## src/rtl/serdac_pkg.sv

```systemverilog
package serdac_pkg;
  // Mode field encoding
  typedef enum logic [1:0] {
    MODE_ACTIVE = 2'b00,
    MODE_PD_A   = 2'b01,
    MODE_PD_B   = 2'b10,
    MODE_PD_C   = 2'b11
  } out_mode_e;

  // Index of each line in the synchronized link bus
  localparam int unsigned LNK_DIN  = 0;
  localparam int unsigned LNK_SCLK = 1;
  localparam int unsigned LNK_SEL  = 2;
  localparam int unsigned LNK_W    = 3;
endpackage

```

## src/rtl/serdac_sync.sv

```systemverilog
module serdac_sync #(
  parameter int unsigned W      = 3,
  parameter int unsigned STAGES = 2,
  parameter logic [W-1:0] IDLE  = '0
) (
  input  logic         clk,
  input  logic         rst_n,
  input  logic [W-1:0] d_i,
  output logic [W-1:0] q_o
);
  logic [W-1:0] stg_q [STAGES];

  genvar s;
  generate
    for (s = 0; s < STAGES; s++) begin : g_stage
      if (s == 0) begin : g_first
        always_ff @(posedge clk or negedge rst_n) begin
          if (!rst_n) stg_q[s] <= IDLE;
          else        stg_q[s] <= d_i;
        end
      end else begin : g_rest
        always_ff @(posedge clk or negedge rst_n) begin
          if (!rst_n) stg_q[s] <= IDLE;
          else        stg_q[s] <= stg_q[s-1];
        end
      end
    end
  endgenerate

  assign q_o = stg_q[STAGES-1];
endmodule

```

## src/rtl/serdac_shifter.sv

```systemverilog
module serdac_shifter #(
  parameter int unsigned FRAME_W = 24,
  parameter int unsigned PAY_W   = 18,
  localparam int unsigned CNT_W  = $clog2(FRAME_W + 1)
) (
  input  logic             clk,
  input  logic             rst_n,
  input  logic             sel_s_i,
  input  logic             sclk_s_i,
  input  logic             din_s_i,
  output logic [PAY_W-1:0] payload_o,
  output logic             done_o,
  output logic [CNT_W-1:0] cnt_o
);
  logic             sclk_prev_q;
  logic             fall;
  logic [PAY_W-1:0] sh_q, sh_d;
  logic [CNT_W-1:0] cnt_q, cnt_d;
  logic             done_q, done_d;
  logic             sh_en;

  assign fall  = sclk_prev_q & ~sclk_s_i;
  assign sh_en = ~sel_s_i & fall & (cnt_q < CNT_W'(FRAME_W));

  always_comb begin
    sh_d   = sh_q;
    cnt_d  = cnt_q;
    done_d = 1'b0;
    if (sel_s_i) begin
      cnt_d = '0;
    end else if (sh_en) begin
      sh_d  = {sh_q[PAY_W-2:0], din_s_i};
      cnt_d = cnt_q + 1'b1;
      if (cnt_q == CNT_W'(FRAME_W - 1)) done_d = 1'b1;
    end
  end

  always_ff @(posedge clk or negedge rst_n) begin
    if (!rst_n) begin
      sclk_prev_q <= 1'b1;
      cnt_q       <= '0;
      done_q      <= 1'b0;
    end else begin
      sclk_prev_q <= sclk_s_i;
      cnt_q       <= cnt_d;
      done_q      <= done_d;
    end
  end

  always_ff @(posedge clk or negedge rst_n) begin
    if (!rst_n)     sh_q <= '0;
    else if (sh_en) sh_q <= sh_d;
  end

  assign payload_o = sh_q;
  assign done_o    = done_q;
  assign cnt_o     = cnt_q;
endmodule

```

## src/rtl/serdac_regs.sv

```systemverilog
module serdac_regs #(
  parameter int unsigned CODE_W    = 16,
  parameter int unsigned MODE_W    = 2,
  parameter bit          RESET_MID = 1'b0,
  localparam int unsigned PAY_W    = CODE_W + MODE_W
) (
  input  logic              clk,
  input  logic              rst_n,
  input  logic              load_i,
  input  logic [PAY_W-1:0]  payload_i,
  output logic [CODE_W-1:0] code_o,
  output logic [MODE_W-1:0] mode_o,
  output logic              upd_o
);
  localparam logic [CODE_W-1:0] RST_CODE =
    RESET_MID ? {1'b1, {(CODE_W-1){1'b0}}} : '0;

  logic [CODE_W-1:0] code_q, code_d;
  logic [MODE_W-1:0] mode_q, mode_d;
  logic              upd_q;

  always_comb begin
    code_d = code_q;
    mode_d = mode_q;
    if (load_i) begin
      code_d = payload_i[CODE_W-1:0];
      mode_d = payload_i[PAY_W-1:CODE_W];
    end
  end

  always_ff @(posedge clk or negedge rst_n) begin
    if (!rst_n) begin
      code_q <= RST_CODE;
      mode_q <= '0;
      upd_q  <= 1'b0;
    end else begin
      code_q <= code_d;
      mode_q <= mode_d;
      upd_q  <= load_i;
    end
  end

  assign code_o = code_q;
  assign mode_o = mode_q;
  assign upd_o  = upd_q;
endmodule

```

## src/rtl/serdac_rx.sv

```systemverilog
module serdac_rx #(
  parameter int unsigned CODE_W    = 16,
  parameter int unsigned MODE_W    = 2,
  parameter int unsigned FRAME_W   = 24,
  parameter int unsigned SYNC_STG  = 2,
  parameter bit          RESET_MID = 1'b0
) (
  input  logic              clk,
  input  logic              rst_n,
  input  logic              sel_n_i,
  input  logic              sclk_i,
  input  logic              sdata_i,
  output logic [CODE_W-1:0] dac_code_o,
  output logic [MODE_W-1:0] pd_mode_o,
  output logic              update_o
);
  import serdac_pkg::*;

  localparam int unsigned PAY_W = CODE_W + MODE_W;
  localparam int unsigned CNT_W = $clog2(FRAME_W + 1);
  localparam logic [LNK_W-1:0] LNK_IDLE = 3'b110;

  // Reset: asserted at once, released on a clock edge
  logic rst_meta_q, rst_q_n;
  always_ff @(posedge clk or negedge rst_n) begin
    if (!rst_n) begin
      rst_meta_q <= 1'b0;
      rst_q_n    <= 1'b0;
    end else begin
      rst_meta_q <= 1'b1;
      rst_q_n    <= rst_meta_q;
    end
  end

  logic [LNK_W-1:0] lnk_raw, lnk_s;
  assign lnk_raw = {sel_n_i, sclk_i, sdata_i};

  serdac_sync #(.W(LNK_W), .STAGES(SYNC_STG), .IDLE(LNK_IDLE)) u_sync (
    .clk   (clk),
    .rst_n (rst_q_n),
    .d_i   (lnk_raw),
    .q_o   (lnk_s)
  );

  logic [PAY_W-1:0] payload;
  logic             frame_done;
  logic [CNT_W-1:0] bit_cnt;

  serdac_shifter #(.FRAME_W(FRAME_W), .PAY_W(PAY_W)) u_shift (
    .clk       (clk),
    .rst_n     (rst_q_n),
    .sel_s_i   (lnk_s[LNK_SEL]),
    .sclk_s_i  (lnk_s[LNK_SCLK]),
    .din_s_i   (lnk_s[LNK_DIN]),
    .payload_o (payload),
    .done_o    (frame_done),
    .cnt_o     (bit_cnt)
  );

  serdac_regs #(.CODE_W(CODE_W), .MODE_W(MODE_W), .RESET_MID(RESET_MID)) u_regs (
    .clk       (clk),
    .rst_n     (rst_q_n),
    .load_i    (frame_done),
    .payload_i (payload),
    .code_o    (dac_code_o),
    .mode_o    (pd_mode_o),
    .upd_o     (update_o)
  );
endmodule

```

## config.mk

```make
export PLATFORM = sky130hd
export DESIGN_NAME = serdac_rx
export DESIGN_NICKNAME = d
export VERILOG_FILES = /design/src/rtl/serdac_pkg.sv /design/src/rtl/serdac_sync.sv /design/src/rtl/serdac_shifter.sv /design/src/rtl/serdac_regs.sv /design/src/rtl/serdac_rx.sv
export SDC_FILE = /design/constraint.sdc
export NUM_CORES = 1
export LEC_CHECK = 0
export BUFFER_PORTS_ARGS = -buffer_cell sky130_fd_sc_hd__buf_4
export CAP_MARGIN = 5
export CORE_MARGIN = 2
export CORE_UTILIZATION = 30
export CTS_CLUSTER_DIAMETER = 80
export CTS_CLUSTER_SIZE = 12
export DETAILED_ROUTE_END_ITERATION = 12
export PLACE_DENSITY = 0.45
export SYNTH_ARGS = -nofsm -noshare
export SYNTH_HDL_FRONTEND = slang
export SYNTH_SLANG_ARGS = --single-unit
```

## constraint.sdc

```tcl
create_clock -name clk -period 4.29 [get_ports clk]
set_input_delay 0.858 -clock clk [delete_from_list [all_inputs] [get_ports clk]]
set_output_delay 0.858 -clock clk [all_outputs]
set_load 0.01 [all_outputs]
```

# ---- After elaboration in Yosys (flattened, before gate mapping)
# Index checks and enable logic that the tools add are counted.
dict set report word_totals {
  register_bits 52
  inputBits 5
}
dict set report op_classes {
  n_addsub 1
  order_cmp 1
  n_eq_ne 1
  n_mux 5
  bitwise_logic 5
  n_reduce_logical 2
}
# cell n
set op_table {}
lappend op_table {{5-bit 2-to-1 mux} 2}
lappend op_table {{5-bit by 1-bit adder with 5-bit output (second input constant)} 1}
lappend op_table {{5-bit equality test (second input constant)} 1}
lappend op_table {{5-bit less-than comparator (second input constant)} 1}
lappend op_table {{1-bit AND} 3}
lappend op_table {{1-bit 2-to-1 mux} 3}
lappend op_table {{1-bit NOT} 2}
lappend op_table {{2-bit AND reduction} 1}
lappend op_table {{2-bit nonzero test} 1}

# ---- Depth between registers and ports, before layout
dict set report depth {
  depth_word 6
  depth_mapped 4
  ltp_nobuf 3
}

# ---- Cells and area by module
# Synthesis repeated with hierarchy kept, for this count alone.
dict set report hier_totals {
  cells_unflattened 121
  hier_area_um2 2045.7
}
# module instances cells_per_inst area_per_inst_um2 seq_area_each_um2
set modules_own_cells {}
lappend modules_own_cells {serdac_shifter 1 70 1067.3 626.9}
lappend modules_own_cells {serdac_regs 1 39 747.0 475.5}
lappend modules_own_cells {serdac_sync 1 9 177.7 155.1}
lappend modules_own_cells {serdac_rx 1 3 53.8 50.0}

# ---- Worst setup path before layout
# No wires, ideal clock.
dict set report synth_timing {
  path_kind {flip-flop to flip-flop}
  from {register u_shift.sclk_prev_q}
  to {register u_shift.sh_q[10], in the netlist u_shift.payload_o[10]}
  setup_time_ns 0.125
  arrival_ns 1.464
  required_time_ns 4.165
  setup_slack_ns 2.701
  path_stages_with_launch 5
  n_path_buf 1
  period_less_slack_ns 1.589
  path_cell_list {dfstp_2 > nand2b_4 > nor3_4 > buf_8 > mux2_2}
}
dict set report synth_via {
  elab_chain_cells 4
}
# element line
set synth_rtl {}
lappend synth_rtl {{start: declaration} serdac_shifter.sv:15} ;# logic sclk_prev_q;
lappend synth_rtl {{start signal: assignment} serdac_shifter.sv:44} ;# sclk_prev_q <= sclk_s_i;
lappend synth_rtl {{1-bit AND} serdac_shifter.sv:22} ;# assign fall = sclk_prev_q & ~sclk_s_i;
lappend synth_rtl {{1-bit AND (2 in a row)} serdac_shifter.sv:23} ;# assign sh_en = ~sel_s_i & fall & (cnt_q < CNT_W'(FRAME_W));
lappend synth_rtl {{2-bit AND reduction (no line)} n/a}
lappend synth_rtl {{end signal: assignment} serdac_shifter.sv:51} ;# if (!rst_n) sh_q <= '0;
lappend synth_rtl {{end signal: assignment} serdac_shifter.sv:52} ;# else if (sh_en) sh_q <= sh_d;
lappend synth_rtl {{end: declaration} serdac_shifter.sv:17} ;# logic [PAY_W-1:0] sh_q, sh_d;
# No other way between the ends.
# A chain may end at the register's enable or synchronous reset.

# ---- Worst setup path in the final report
dict set report layout_timing {
  from {register u_shift.sclk_prev_q}
  to {register u_shift.sh_q[1], in the netlist u_shift.payload_o[1]}
}
# Same word-level chain as after synthesis.

==> results_dict.tcl <==
set metrics [dict create \
    drtIter0Drc 80 \
    grt_max_degree 51 \
    rsz0062_at_grt "no" \
    setup_viol 0 \
    fin_worst_skew_ps 2.81 \
    fillCellCount 623 \
    cts.reportedPaths.clkPinSlew_ps 90 \
    io_buffers 23 \
    final_layout_size_suffix_gt1_frac 0.545 \
    ys_ff_latch 52 \
    fin_crit_sh 0.431 \
    cts_setup_buffers 0 \
    drv_slew 0 \
    io_pins 24 \
    fmax_mhz 541 \
    yosys.area_share.simple 0.0579 \
    syn_to_final_growth_pct 18.9 \
    synth_edf_count 0 \
    postRouteAntennaNets 0 \
    diodes 0 \
    tightestPinTransition_ps 1070 \
    yosysSeqAreaShare 0.679 \
    setup_tns_ps 0 \
    synth_cell_types 25 \
    gp_congestion 0.693 \
    combPwrFrac 0.047 \
    cts_hold_buf 0 \
    cts_buffers 5 \
    grt.total_usage 0.0971 \
    first_pass_iters 4 \
    relSlewSlack 0.287 \
    clock_path_buffers 2 \
    die_h_um 84.1 \
    path_class "register to register" \
    internal_power_w 0.000770 \
    core_area_um2 6280 \
    final_nets 150 \
    synth_area_um2 1920 \
    end_kind "register" \
    muxShareOfSynthArea 0.217 \
    cts_tree "done" \
    hp-class "input port to asynchronous set/reset pin" \
    synth_xor_xnor_area_share 0 \
    die-area_um2 7070 \
    synth_warnings 0 \
    power_frac_clock 0.370 \
    clk_latency_ps 290 \
    wl_per_cell_um 13.6 \
    leakage_nw 1.11 \
    grt_pass1_vias 1093 \
    clk_root_buffer_cell "clkbuf_8" \
    via_per_inst 4.71 \
    status "finished, final reports clean" \
    grt_pass1_wl_mm 5.42 \
    die_w_um 84.1 \
    initial_core_util 0.307 \
    maxCapViolations 0 \
    synth_top_family_by_area "multiplexers" \
    syn_nets 124 \
    grt_overflow 0 \
    crit_fanout 18 \
    pwr-share-seq 0.584 \
    async_flop_share 1.00 \
    cts_htree_levels 2 \
    vdd_drop_max_mv 0.212 \
    drc_errors 0 \
    crit_arrival_ps 2030 \
    synth_top_area_share 0.611 \
    power_density_nw_per_um2 425 \
    yosys.area_share.adder 0.00650 \
    ys_top_cells_by_area "dfrtp_1 (61%), mux2_2 (22%), dfstp_2 (6.8%), nor3_4 (0.85%), nand3_1 (0.78%)" \
    netSwitchingFraction 0.209 \
    postLayoutSetupSlackWorst_ps 2440 \
    syn-instance-count 118 \
    synth_top_area_cell "dfrtp_1" \
    min_period_ps 1850 \
    cp_data_required_time_ps 4470 \
    finalHoldViolations 0 \
    postLayoutCellArea_um2 2290 \
    yosysMostFrequentCell "dfrtp_1" \
    cts_resized 0 \
    row_count 29 \
    clock_sinks 52 \
    wl_mm 3.01 \
    dpl.hpwl_mm 1.98 \
    post-place-ws_ps 2410 \
    grt_antenna_before_repair 0 \
    place_area_um2 2160 \
    synth-compound-area-share 0.0189 \
    avgSynthCellArea_um2 16.3 \
    ys_top_cells_by_count "dfrtp_1 (47), mux2_2 (37), dfstp_2 (5), nand3_1 (3)" \
    synth-main-ff-cell "dfrtp_1" \
    power_switching_w 0.000204 \
    critPathLaunchType "register" \
    worst-r2r-cell-count 3 \
    vias 1045 \
]
==> critical path, cell delays in order (launching register included) <==
cell      delay, ps
dfstp_2         560
nand2b_4         80
nor3_4          680
mux2_2          420
==> routing by layer <==
| layer | up-vias | wire (um) | GRT usage |
|---|---|---|---|
| met5 | - | 0 | 0 |
| met4 | 0 | 24 | 0.0352 |
| met3 | 2 | 168 | 0.0376 |
| met2 | 25 | 1550 | 0.158 |
| met1 | 553 | 1270 | 0.117 |
| li1 | 465 | - | - |
==> flip-flops by register name, indices dropped and copies added, names as in the netlist <==
name                 count
u_regs.upd_o             1
u_sync.stg_q             3
u_shift.sclk_prev_q      1
u_shift.payload_o       18
u_regs.code_o           16
u_shift.done_o           1
rst_meta_q               1
u_shift.cnt_o            5
u_sync.q_o               3
u_regs.mode_o            2
rst_q_n                  1
==> kinds of logic after synthesis <==
logic type,count (synthesis)
other,1
flip-flops,52
buffers and inverters,5
AND/OR/NAND/NOR,16
multiplexers,37
AO/OA/AOI/OAI,6
adder cells (fa/ha/maj),1
==> layout make-up <==
type,instances,area [um2],share of cell area
flip-flops and latches,52,1310,0.572
multi-input cells,61,581,0.254
repair buffers,23,173,0.0755
clock buffers,7,96.3,0.0421
well taps,77,96.3,0.0421
clock inverters,1,30.0,0.0131
inverters,1,3.75,0.00164
==> power by group through the flow <==
stage | clock [W] | sequential, W | combinational (W)
floorplan | 0 | 0.000564 | 0.0000421
global placement | 0 | 0.000578 | 0.0000446
detailed placement | 0 | 0.000579 | 0.0000461
CTS | 0.000375 | 0.000570 | 0.0000465
global route | 0.000404 | 0.000579 | 0.0000515
finish | 0.000360 | 0.000568 | 0.0000454
==> metrics by stage <==
stage	hold WS (ps)	instances	power, W	util
global placement	336	214	0.000623	0.344
global route	285	222	0.00103	0.365
finish	323	222	0.000973	0.365
CTS	309	222	0.000992	0.365
detailed placement	338	214	0.000625	0.344
floorplan	331	118	0.000606	-
==> placed cells by master (no fill, tap or decap) <==
cell,instances
nand3_1,3
nor3_1,1
nor4_1,2
and2b_2,1
nor2b_1,1
inv_1,1
o21a_1,1
nor3_4,1
nand4_1,1
dfrtp_2,1
dfstp_2,5
a21oi_1,2
nand2b_4,1
and2_4,1
or3_2,1
mux2_2,37
nand2_1,1
clkbuf_8,7
ha_1,1
o21ai_0,2
a41oi_1,1
conb_1,1
nor2_1,2
dfrtp_1,46
buf_4,23
bufinv_16,1
==> worst paths after layout <==
check	startpoint	end	slack, ps
max	u_shift.sclk_prev_q	u_shift.payload_o[1]	2440
min in group clk	u_sync.stg_q[4]	u_sync.q_o[1]	360
max reg2reg	u_shift.sclk_prev_q	u_shift.payload_o[1]	2440
min reg2reg	u_sync.stg_q[4]	u_sync.q_o[1]	360
min	rst_n	rst_q_n	320
max in group asynchronous	rst_q_n	u_shift.cnt_o[2]	3160
No activity file was read; power rests on OpenSTA's default activity.
